## src/rtl/chev_pkg.sv

```systemverilog
package chev_pkg;

    // Direction code carried on the event port.
    typedef enum logic {
        DIR_FALL = 1'b0,
        DIR_RISE = 1'b1
    } chev_dir_e;

endpackage

```

## src/rtl/chev_first_set.sv

```systemverilog
// Lowest set bit finder: the index of the least significant 1 in vec_i.
module chev_first_set #(
    parameter  int unsigned W     = 32,
    localparam int unsigned IDX_W = (W > 1) ? $clog2(W) : 1
) (
    input  logic [W-1:0]     vec_i,
    output logic             found_o,
    output logic [IDX_W-1:0] idx_o
);

    always_comb begin
        idx_o = '0;
        for (int i = W - 1; i >= 0; i--) begin
            if (vec_i[i]) begin
                idx_o = IDX_W'(i);
            end
        end
    end

    assign found_o = |vec_i;

endmodule

```

## src/rtl/chev_mask_reg.sv

```systemverilog
// Channel enable mask; resets with every channel enabled.
module chev_mask_reg #(
    parameter int unsigned W = 32
) (
    input  logic         clk,
    input  logic         rst_n,
    input  logic         we_i,
    input  logic [W-1:0] wdata_i,
    output logic [W-1:0] mask_o
);

    logic [W-1:0] mask_d, mask_q;

    always_comb begin
        mask_d = mask_q;
        if (we_i) begin
            mask_d = wdata_i;
        end
    end

    always_ff @(posedge clk or negedge rst_n) begin
        if (!rst_n) begin
            mask_q <= '1;
        end else begin
            mask_q <= mask_d;
        end
    end

    assign mask_o = mask_q;

endmodule

```

## src/rtl/chev_delta.sv

```systemverilog
// Masked difference between the reference and a candidate vector.
module chev_delta #(
    parameter int unsigned W = 32
) (
    input  logic [W-1:0] ref_i,
    input  logic [W-1:0] new_i,
    input  logic [W-1:0] mask_i,
    output logic [W-1:0] set_o,
    output logic         any_o
);

    assign set_o = (ref_i ^ new_i) & mask_i;
    assign any_o = |set_o;

endmodule

```

## src/rtl/chev_event_gen.sv

```systemverilog
module chev_event_gen
    import chev_pkg::*;
#(
    parameter  int unsigned NUM_CH = 32,
    localparam int unsigned IDX_W  = (NUM_CH > 1) ? $clog2(NUM_CH) : 1
) (
    input  logic              clk,
    input  logic              rst_n,
    input  logic              smp_valid,
    input  logic [NUM_CH-1:0] smp_vec,
    input  logic              mask_we,
    input  logic [NUM_CH-1:0] mask_wdata,
    output logic              evt_valid,
    input  logic              evt_ready,
    output logic [IDX_W-1:0]  evt_chan,
    output logic              evt_rise,
    output logic              busy,
    output logic              overrun
);

    typedef struct packed {
        logic              active;    // a sample is being serialized
        logic [NUM_CH-1:0] pend;      // channels still to report
        logic [NUM_CH-1:0] cur;       // sample being serialized
        logic [NUM_CH-1:0] prev;      // reference vector
        logic              hold_full; // holding slot occupied
        logic [NUM_CH-1:0] hold;      // held sample
        logic              ovr;       // sticky overrun
    } state_t;

    state_t st_d, st_q;

    logic [NUM_CH-1:0] mask;
    logic [NUM_CH-1:0] pend_left;
    logic [NUM_CH-1:0] cand;
    logic [NUM_CH-1:0] base;
    logic [NUM_CH-1:0] dset;
    logic              dany;
    logic              hs;
    logic              finishing;
    logic              slot_free;
    logic              use_hold;
    logic              use_new;
    logic              pend_any;
    logic [IDX_W-1:0]  first_idx;
    chev_dir_e         dir;

    chev_mask_reg #(.W(NUM_CH)) u_mask (
        .clk     (clk),
        .rst_n   (rst_n),
        .we_i    (mask_we),
        .wdata_i (mask_wdata),
        .mask_o  (mask)
    );

    chev_first_set #(.W(NUM_CH)) u_first (
        .vec_i   (st_q.pend),
        .found_o (pend_any),
        .idx_o   (first_idx)
    );

    // Handshake and completion of the sample in progress.
    assign hs        = evt_valid & evt_ready;
    assign pend_left = hs ? (st_q.pend & (st_q.pend - NUM_CH'(1))) : st_q.pend;
    assign finishing = st_q.active & ~(|pend_left);
    assign slot_free = ~st_q.active | finishing;
    assign use_hold  = slot_free & st_q.hold_full;
    assign use_new   = slot_free & ~st_q.hold_full & smp_valid;

    // Next sample to enter processing and the reference it is compared with.
    assign cand = st_q.hold_full ? st_q.hold : smp_vec;
    assign base = st_q.active ? st_q.cur : st_q.prev;

    chev_delta #(.W(NUM_CH)) u_delta (
        .ref_i  (base),
        .new_i  (cand),
        .mask_i (mask),
        .set_o  (dset),
        .any_o  (dany)
    );

    always_comb begin
        st_d      = st_q;
        st_d.pend = pend_left;

        if (finishing) begin
            st_d.active = 1'b0;
            st_d.prev   = st_q.cur;
        end

        if (use_hold || use_new) begin
            if (dany) begin
                st_d.active = 1'b1;
                st_d.cur    = cand;
                st_d.pend   = dset;
            end else begin
                st_d.prev   = cand;
            end
        end

        if (use_hold) begin
            st_d.hold_full = 1'b0;
        end

        if (smp_valid && !use_new) begin
            if (!st_q.hold_full || use_hold) begin
                st_d.hold_full = 1'b1;
                st_d.hold      = smp_vec;
            end else begin
                st_d.ovr = 1'b1;
            end
        end
    end

    always_ff @(posedge clk or negedge rst_n) begin
        if (!rst_n) begin
            st_q <= '0;
        end else begin
            st_q <= st_d;
        end
    end

    assign dir       = st_q.cur[first_idx] ? DIR_RISE : DIR_FALL;
    assign evt_valid = st_q.active & pend_any;
    assign evt_chan  = first_idx;
    assign evt_rise  = (dir == DIR_RISE);
    assign busy      = st_q.active;
    assign overrun   = st_q.ovr;

endmodule

```

## config.mk

```make
export PLATFORM = sky130hd
export DESIGN_NAME = chev_event_gen
export DESIGN_NICKNAME = d
export VERILOG_FILES = /design/src/rtl/chev_pkg.sv /design/src/rtl/chev_first_set.sv /design/src/rtl/chev_mask_reg.sv /design/src/rtl/chev_delta.sv /design/src/rtl/chev_event_gen.sv
export SDC_FILE = /design/constraint.sdc
export NUM_CORES = 1
export LEC_CHECK = 0
export BUFFER_PORTS_ARGS = -buffer_cell sky130_fd_sc_hd__buf_4
export CELL_PAD_IN_SITES_DETAIL_PLACEMENT = 0
export CELL_PAD_IN_SITES_GLOBAL_PLACEMENT = 1
export CORE_MARGIN = 2
export CORE_UTILIZATION = 54
export CTS_BUF_LIST = sky130_fd_sc_hd__clkbuf_4 sky130_fd_sc_hd__clkbuf_8
export DETAILED_ROUTE_END_ITERATION = 8
export PLACE_DENSITY_LB_ADDON = 0.1
export REMOVE_ABC_BUFFERS = 1
export SYNTH_ARGS = -nofsm -noshare
export SYNTH_HDL_FRONTEND = slang
export SYNTH_SLANG_ARGS = --single-unit
```

## constraint.sdc

```tcl
create_clock -name clk -period 6.35 [get_ports clk]
set_clock_uncertainty 0.2 [all_clocks]
set_input_delay 1.27 -clock clk [delete_from_list [all_inputs] [get_ports clk]]
set_output_delay 1.27 -clock clk [all_outputs]
set_load 0.02 [all_outputs]
```

==> results.md, run 1 <==
- GRT Util Overall: 32.5%
- Dpl cells: 1153
- Max Freq: 178 MHz
- Most common cell after layout, fill and taps aside: dfrtp_1
- Area Growth Syn to Fin: 11.1%
- Layout Nets: 1016
- Dominant cell type by area after synthesis: dfrtp_1
- Multi-input combinational cell area: 5210 um2
- CTS resizes: 0
- Antenna violations before repair: 0
- Max Transition Viols Final: 0
- Vias per cell: 6.70
- Die Y: 138 um
- Drt first pass iters: 5
- Critical Path End Type: output pin
- Dpl cell area: 10400 um2
- Core area: 17400 um2
- Grt ovf: 0
- Setup bufs post-CTS: 0
- CTS Buffer Depth: 2
- Relative slew slack: 18.5%
- Chip Width: 138 um
- GPL Wtd Cong: 0.923
- Library cells used by synthesis: 63
- Top FF cell, synth: dfrtp_1
- Largest cells by area after synthesis: dfrtp_1, mux2_2, dfstp_2
- Data arrival, critical path: 4.15 ns
- Slew @ Worst Pin: 1.21 ns
- Clock slew at reported path FFs: 0.09 ns
- Die area: 19000 um2
- Num CTS Buffers: 17
- Drt drc: 0
- Pin count of the biggest net entering global routing: 101
- Hold/Removal Path Class: reg2reg
- Mapped Cells: 905
- Max-cap viol count: 0
- Syn Area/Cell: 10.7 um2
- DRT antenna net count: 0
- TritonCTS sink count: 163
- Fillers: 1449
- Period minus WS final: 5.62 ns
- FF+latch count, synth: 163
- Register Area: 4120 um2
- Ys Warns: 0
- Max FO, Critical Path: 15
- PortBufs: 77
- CTS root buf: clkbuf_8
- Commonest cells after routing, fill and taps aside: dfrtp_1, mux2_2, buf_4
- Syn Std Cell Area: 9690 um2
- Final Setup Violations: 0
- Vias in the first global route: 7913
- Unrepaired setup endpoints after global routing: no
- Final hold vios: 0
- DR WL/cell: 25.0 um
- Final instance area: 10800 um2
- I/O pin count: 78
- # diodes: 0
- CTS H-tree depth: 4
- Critical path data required time: 4.88 ns
- Status: complete, no violations
- Setup TNS: 0 ns
- Setup Crit Path Kind: reg2out
- Row cnt: 48
- Finished Layout Cells: 1185
- CTS Hold Buffers Added: 0
- Clock Latency Late Sink: 0.45 ns
- Layout cells sized above 1: 27.9%
- Via count: 7942
- Top-area cell type share of the netlist area: 33.8%
- DPL Wire Length: 21100 um
- Routed WL: 29700 um
- CTS tree: done
- Initial cell density of the core: 55.6%
- Seq/Total Area, Yosys: 42.5%
- First DRT Iteration DRCs: 786
- EDFF count, synth: 0
- First-pass GRT wire length: 46100 um
- Final period util: 88.6%
- Setup crit start kind: flop
- Hold Slack: 0.333 ns
- Post-synth ARST share: 100%
Yosys cell counts (10+ instances only):
library cell,instances
dfstp_2,32
o31ai_1,10
mux2_2,99
o21ai_0,26
nor3_1,15
mux2_1,32
xnor2_1,32
nand4_1,16
o22ai_1,66
inv_1,10
nand2_1,55
and3_1,34
clkbuf_1,45
mux2i_1,81
a21oi_1,40
a32o_1,32
dfrtp_1,131
a22oi_1,20
nor4_1,12
nor2_1,18
flip-flops by register name (all words and copies together) (netlist names):
name           cells
u_mask.mask_o     32
st_q             129
overrun            1
busy               1
cell families after synthesis:
logic type      Yosys count  share of synthesized area, %
xor+xnor                 33                          3.06
fa+ha+maj                 1                         0.103
simple gates            189                          10.6
mux                     213                          23.8
flops                   163                          42.5
buf+inv                  81                          3.85
compound gates          225                          16.0
layout make-up:
class                           count  area share [%]
Multi-Input combinational cell    661            48.4
Sequential cell                   163            38.3
Timing Repair Buffer               93            6.64
Tap cell                          225            2.62
Clock buffer                       20            2.56
Clock inverter                     12            1.13
Inverter                           11           0.384
metrics by stage:
step / setup WS (ns) / util [%]
2_1_floorplan: -0.473 / -
3_3_place_gp: 1.27 / 59.5
3_5_place_dp: 1.19 / 59.5
4_1_cts: 0.799 / 61.8
5_1_grt: 0.395 / 61.8
6_report: 0.725 / 61.8
worst max-delay path: stages (launching register included):
cell	delay, ns
dfrtp_1	0.57
nor4_1	0.57
nand4_1	0.17
buf_4	0.22
nand2_1	0.21
clkinv_1	0.63
mux2i_1	0.28
mux2_2	0.28
o211ai_1	0.18
o21ai_0	0.12
mux2i_1	0.27
buf_4	0.19
routing by layer:
metal  part of all wire (%)  up-vias  global-route usage (%)  routed length [um]
li1                       -     3544                       -                   -
met1                     42     3984                    44.5               12400
met4                    2.9        0                    10.5                 858
met5                      0        -                       0                   0
met3                    6.6       63                    4.71                1940
met2                     49      351                    53.3               14400
final timing paths:
path	start	slack (ns)	to	cells past startpoint
max in group asynchronous	rst_n	3.68	busy	2
min	u_mask.mask_o[2]	0.33	st_q[100]	2
max reg2reg	st_q[112]	1.40	st_q[76]	11
max	st_q[114]	0.73	evt_rise	11
min in group asynchronous	rst_n	0.73	st_q[107]	1
min reg2reg	u_mask.mask_o[2]	0.33	st_q[100]	2
Power of run 1 is not shown: default switching activity piles up to over one toggle a cycle in this logic, so the estimate is an artifact.
==> run 2: changes to the inputs <==
- BUFFER_PORTS_ARGS: -buffer_cell sky130_fd_sc_hd__buf_4 -> default
- CORE_UTILIZATION: 54 -> 57
- DONT_BUFFER_PORTS: default -> 1
- SYNTH_HIERARCHICAL: default -> 1
==> run 2 against run 1 <==
Maximum frequency grew 5.9%. Final cell count grew 5.8%. Worst setup slack gained 0.31 ns. Critical path depth shrank 3. Global-route usage shrank 4.7 points. Via count grew 3.1%.
==> results.md, run 2 <==
- PortBufs: 0 (-100%)
- Max FFs per register: 129 (unchanged)
- Share of power burned in registers: 25.1%
- Layout cells sized above 1: 27.9% (about the same)
- Clock slew at reported path FFs: 0.10 ns (about the same)
- CTS Buffer Depth: 2 (unchanged)
- CTS resizes: 0 (unchanged)
- Die Y: 142 um (+3.1%)
- LEAKAGE: 4.28 nW
- Syn Area/Cell: 10.4 um2 (-2.8%)
- Max FO, Critical Path: 9 (-6)
- Library cells used by synthesis: 62 (-1.6%)
- Routed WL: 27600 um (-7.1%)
- CTS Hold Buffers Added: 0 (unchanged)
- Largest family of logic cells by synthesized area: multiplexers
- Simple-gate portion of the synthesized area: 15.9% (+5.3 points)
- Layout Nets: 1076 (+5.9%)
- Setup Crit Path Kind: reg2out
- Data arrival, critical path: 3.84 ns (-0.31 ns)
- P_sw: 3.32 mW
- Num CTS Buffers: 17 (unchanged)
- Initial cell density of the core: 58.2% (+2.6 points)
- Critical Path End Type: output pin
- Vias in the first global route: 7808 (-1.3%)
- EDFF count, synth: 0 (unchanged)
- Vias per cell: 6.53 (-2.5%)
- Hold/Removal Path Class: in2async
- Commonest cells after routing, fill and taps aside: mux2_2, dfrtp_1, a21oi_1
- Chip Width: 142 um (+3.1%)
- Most common cell after layout, fill and taps aside: mux2_2
- Largest reg by FF count: st_q
- First-pass GRT wire length: 43800 um (-5.0%)
- Mux contribution to synthesized area: 25.5% (+1.6 points)
- Setup TNS: 0 ns (unchanged)
- Setup crit start kind: flop
- Post-synth ARST share: 100% (unchanged)
- Fillers: 1586 (+9.5%)
- DPL Wire Length: 18400 um (-13%)
- Max Transition Viols Final: 0 (unchanged)
- Unrepaired setup endpoints after global routing: no
- TritonCTS sink count: 163 (unchanged)
- DRT antenna net count: 0 (unchanged)
- Reg2Reg Setup Slack: 1.18 ns (-0.22 ns)
- Slowest stage delay, CP: 0.69 ns (+0.06 ns)
- Switching share of power: 45.8%
- Top-count cell post-synth: mux2_2
- Critical path data required time: 4.88 ns (about the same)
- Post-Synth Adder-Cell Area: 0% (-0.10 points)
- Drt drc: 0 (unchanged)
- Clock share of power: 10.9%
- Final Power: 7.26 mW
- CTS H-tree depth: 4 (unchanged)
- Synth top cells by count: mux2_2, dfrtp_1, a21oi_1, nand2_1
- Mapped Cells: 1046 (+16%)
- Critical-path cell list: nor2_1, o31ai_1, or4_1, nor3_2, a21o_1, mux4_2, mux4_2, mux2_2
- First DRT Iteration DRCs: 688 (-12%)
- Final hold vios: 0 (unchanged)
- Top FF cell, synth: dfrtp_1
- Area Growth Syn to Fin: 4.66%
- Clock Latency Late Sink: 0.47 ns (+0.02 ns)
- Dominant cell type by area after synthesis: dfrtp_1
- Status: complete, no violations
- Top-area cell type share of the netlist area: 30.1% (-3.7 points)
- Die area: 20200 um2 (+6.3%)
- Maximum VDD drop: 299 uV
- Seq/Total Area, Yosys: 37.8% (-4.7 points)
- Drt first pass iters: 6 (+1)
- CTS tree: done
- Slowest cell on crit path: a21o_1
- GPL Wtd Cong: 0.905 (-2.0%)
- Slew @ Worst Pin: 1.19 ns (-0.0287 ns)
- Via count: 8191 (+3.1%)
- Post-synthesis compound-gate area fraction: 13.4% (-2.7 points)
- Max-cap viol count: 0 (unchanged)
- Pin count of the biggest net entering global routing: 164 (+62%)
- I/O pin count: 78 (unchanged)
- Grt ovf: 0 (unchanged)
- Antenna violations before repair: 0 (unchanged)
- CTS root buf: clkbuf_8
- Final Setup Violations: 0 (unchanged)
- Row cnt: 50 (+4.2%)
- Max Freq: 188 MHz (+5.9%)
- Ys Warns: 6 (+6)
- Core area: 18700 um2 (+7.4%)
- Largest cells by area after synthesis: dfrtp_1, mux2_2, dfstp_2
- GRT Util Overall: 27.8% (-4.7 points)
- Comb power frac: 63.9%
- Top cell by count, worst path: mux4_2
- FF+latch count, synth: 163 (unchanged)
- Final period util: 83.7% (-4.9 points)
- Post-Synth XOR/XNOR Area: 2.58% (-0.49 points)
- Setup bufs post-CTS: 0 (unchanged)
- Period minus WS final: 5.31 ns (-0.312 ns)
- Int Pwr: 3.93 mW
- Power per cell area: 637 nW/um2
- # diodes: 0 (unchanged)
- DR WL/cell: 22.0 um (-12%)
- Relative slew slack: 20.9% (+2.4 points)
- Syn Std Cell Area: 10900 um2 (+12%)
## run 2: cell types whose count changed in the layout (fill, tap and decap cells not counted), sizes merged, moves of 32 or more
cell   previous run  this run
buf              93        17
and2              3        36
mux2            131       201
and3             34         2
xnor2            32         0
nand3             4        52
o22ai            66         3
mux2i            81        17
## run 2: metal layers
layer / track usage (%) / wire [um] / vias up
met5: 0 / 0 / -
met4: 6.74 / 412 / 0
met1: 40.1 / 12900 / 4129
li1: - / - / 3831
met2: 43.4 / 12900 / 203
met3: 5.48 / 1310 / 28
## run 2: power by group through the flow
| stage | sequential, mW | combinational (mW) | clock (mW) |
|---|---|---|---|
| 3_5_place_dp | 1.83 | 4.63 | 0 |
| 2_1_floorplan | 1.74 | 3.70 | 0 |
| 6_report | 1.82 | 4.64 | 0.791 |
| 4_1_cts | 1.81 | 4.64 | 0.811 |
| 3_3_place_gp | 1.82 | 4.58 | 0 |
| 5_1_grt | 1.88 | 5.00 | 0.850 |
## run 2: worst paths after layout
check,from,end,depth (start not counted)
max in group asynchronous,rst_n,u_mask/mask_o[20],0
worst max-delay path,st_q[98],evt_rise,8
worst min-delay path,rst_n,st_q[1],0
worst min register to register,st_q[7],st_q[7],2
worst max register to register,st_q[112],st_q[56],12
min in group clk,st_q[7],st_q[7],2
## run 2: area by class of cell
type,count,area [um2],share of cell area [%]
inverter,36,135,1.19
tap,234,293,2.57
clock inverter,13,153,1.34
timing repair buffer,17,153,1.34
sequential,163,4120,36.2
multi-input combinational,772,6280,55.1
clock buffer,19,255,2.24
## run 2: cell families after synthesis
group                     after synthesis
AOI/OAI and AO/OA                     197
buffers and inverters                 111
and+or+nand+nor                       315
DFF                                   163
xor gates and xnor gates               32
muxes                                 228
## run 2: metrics by stage
stage          area [um2]  util (%)  cells  setup slack (ns)  hold WS [ns]
6_report            11400      60.9   1254              1.04         0.284
5_1_grt             11400      60.9   1254             0.802         0.256
4_1_cts             11400      60.9   1254              1.08         0.268
3_5_place_dp        11000      58.7   1222              1.02         0.336
3_3_place_gp        11000      58.7   1222              1.09         0.325
2_1_floorplan       10500         -    971             -1.98         0.306
## run 2: critical path: cells and delay by family (launching register included)
family / cells / cell delay, ns
simple gates: 3 / 0.74
compound gates: 2 / 0.80
mux: 3 / 1.33
flops: 1 / 0.50
Power figures use the tool's default switching activity.
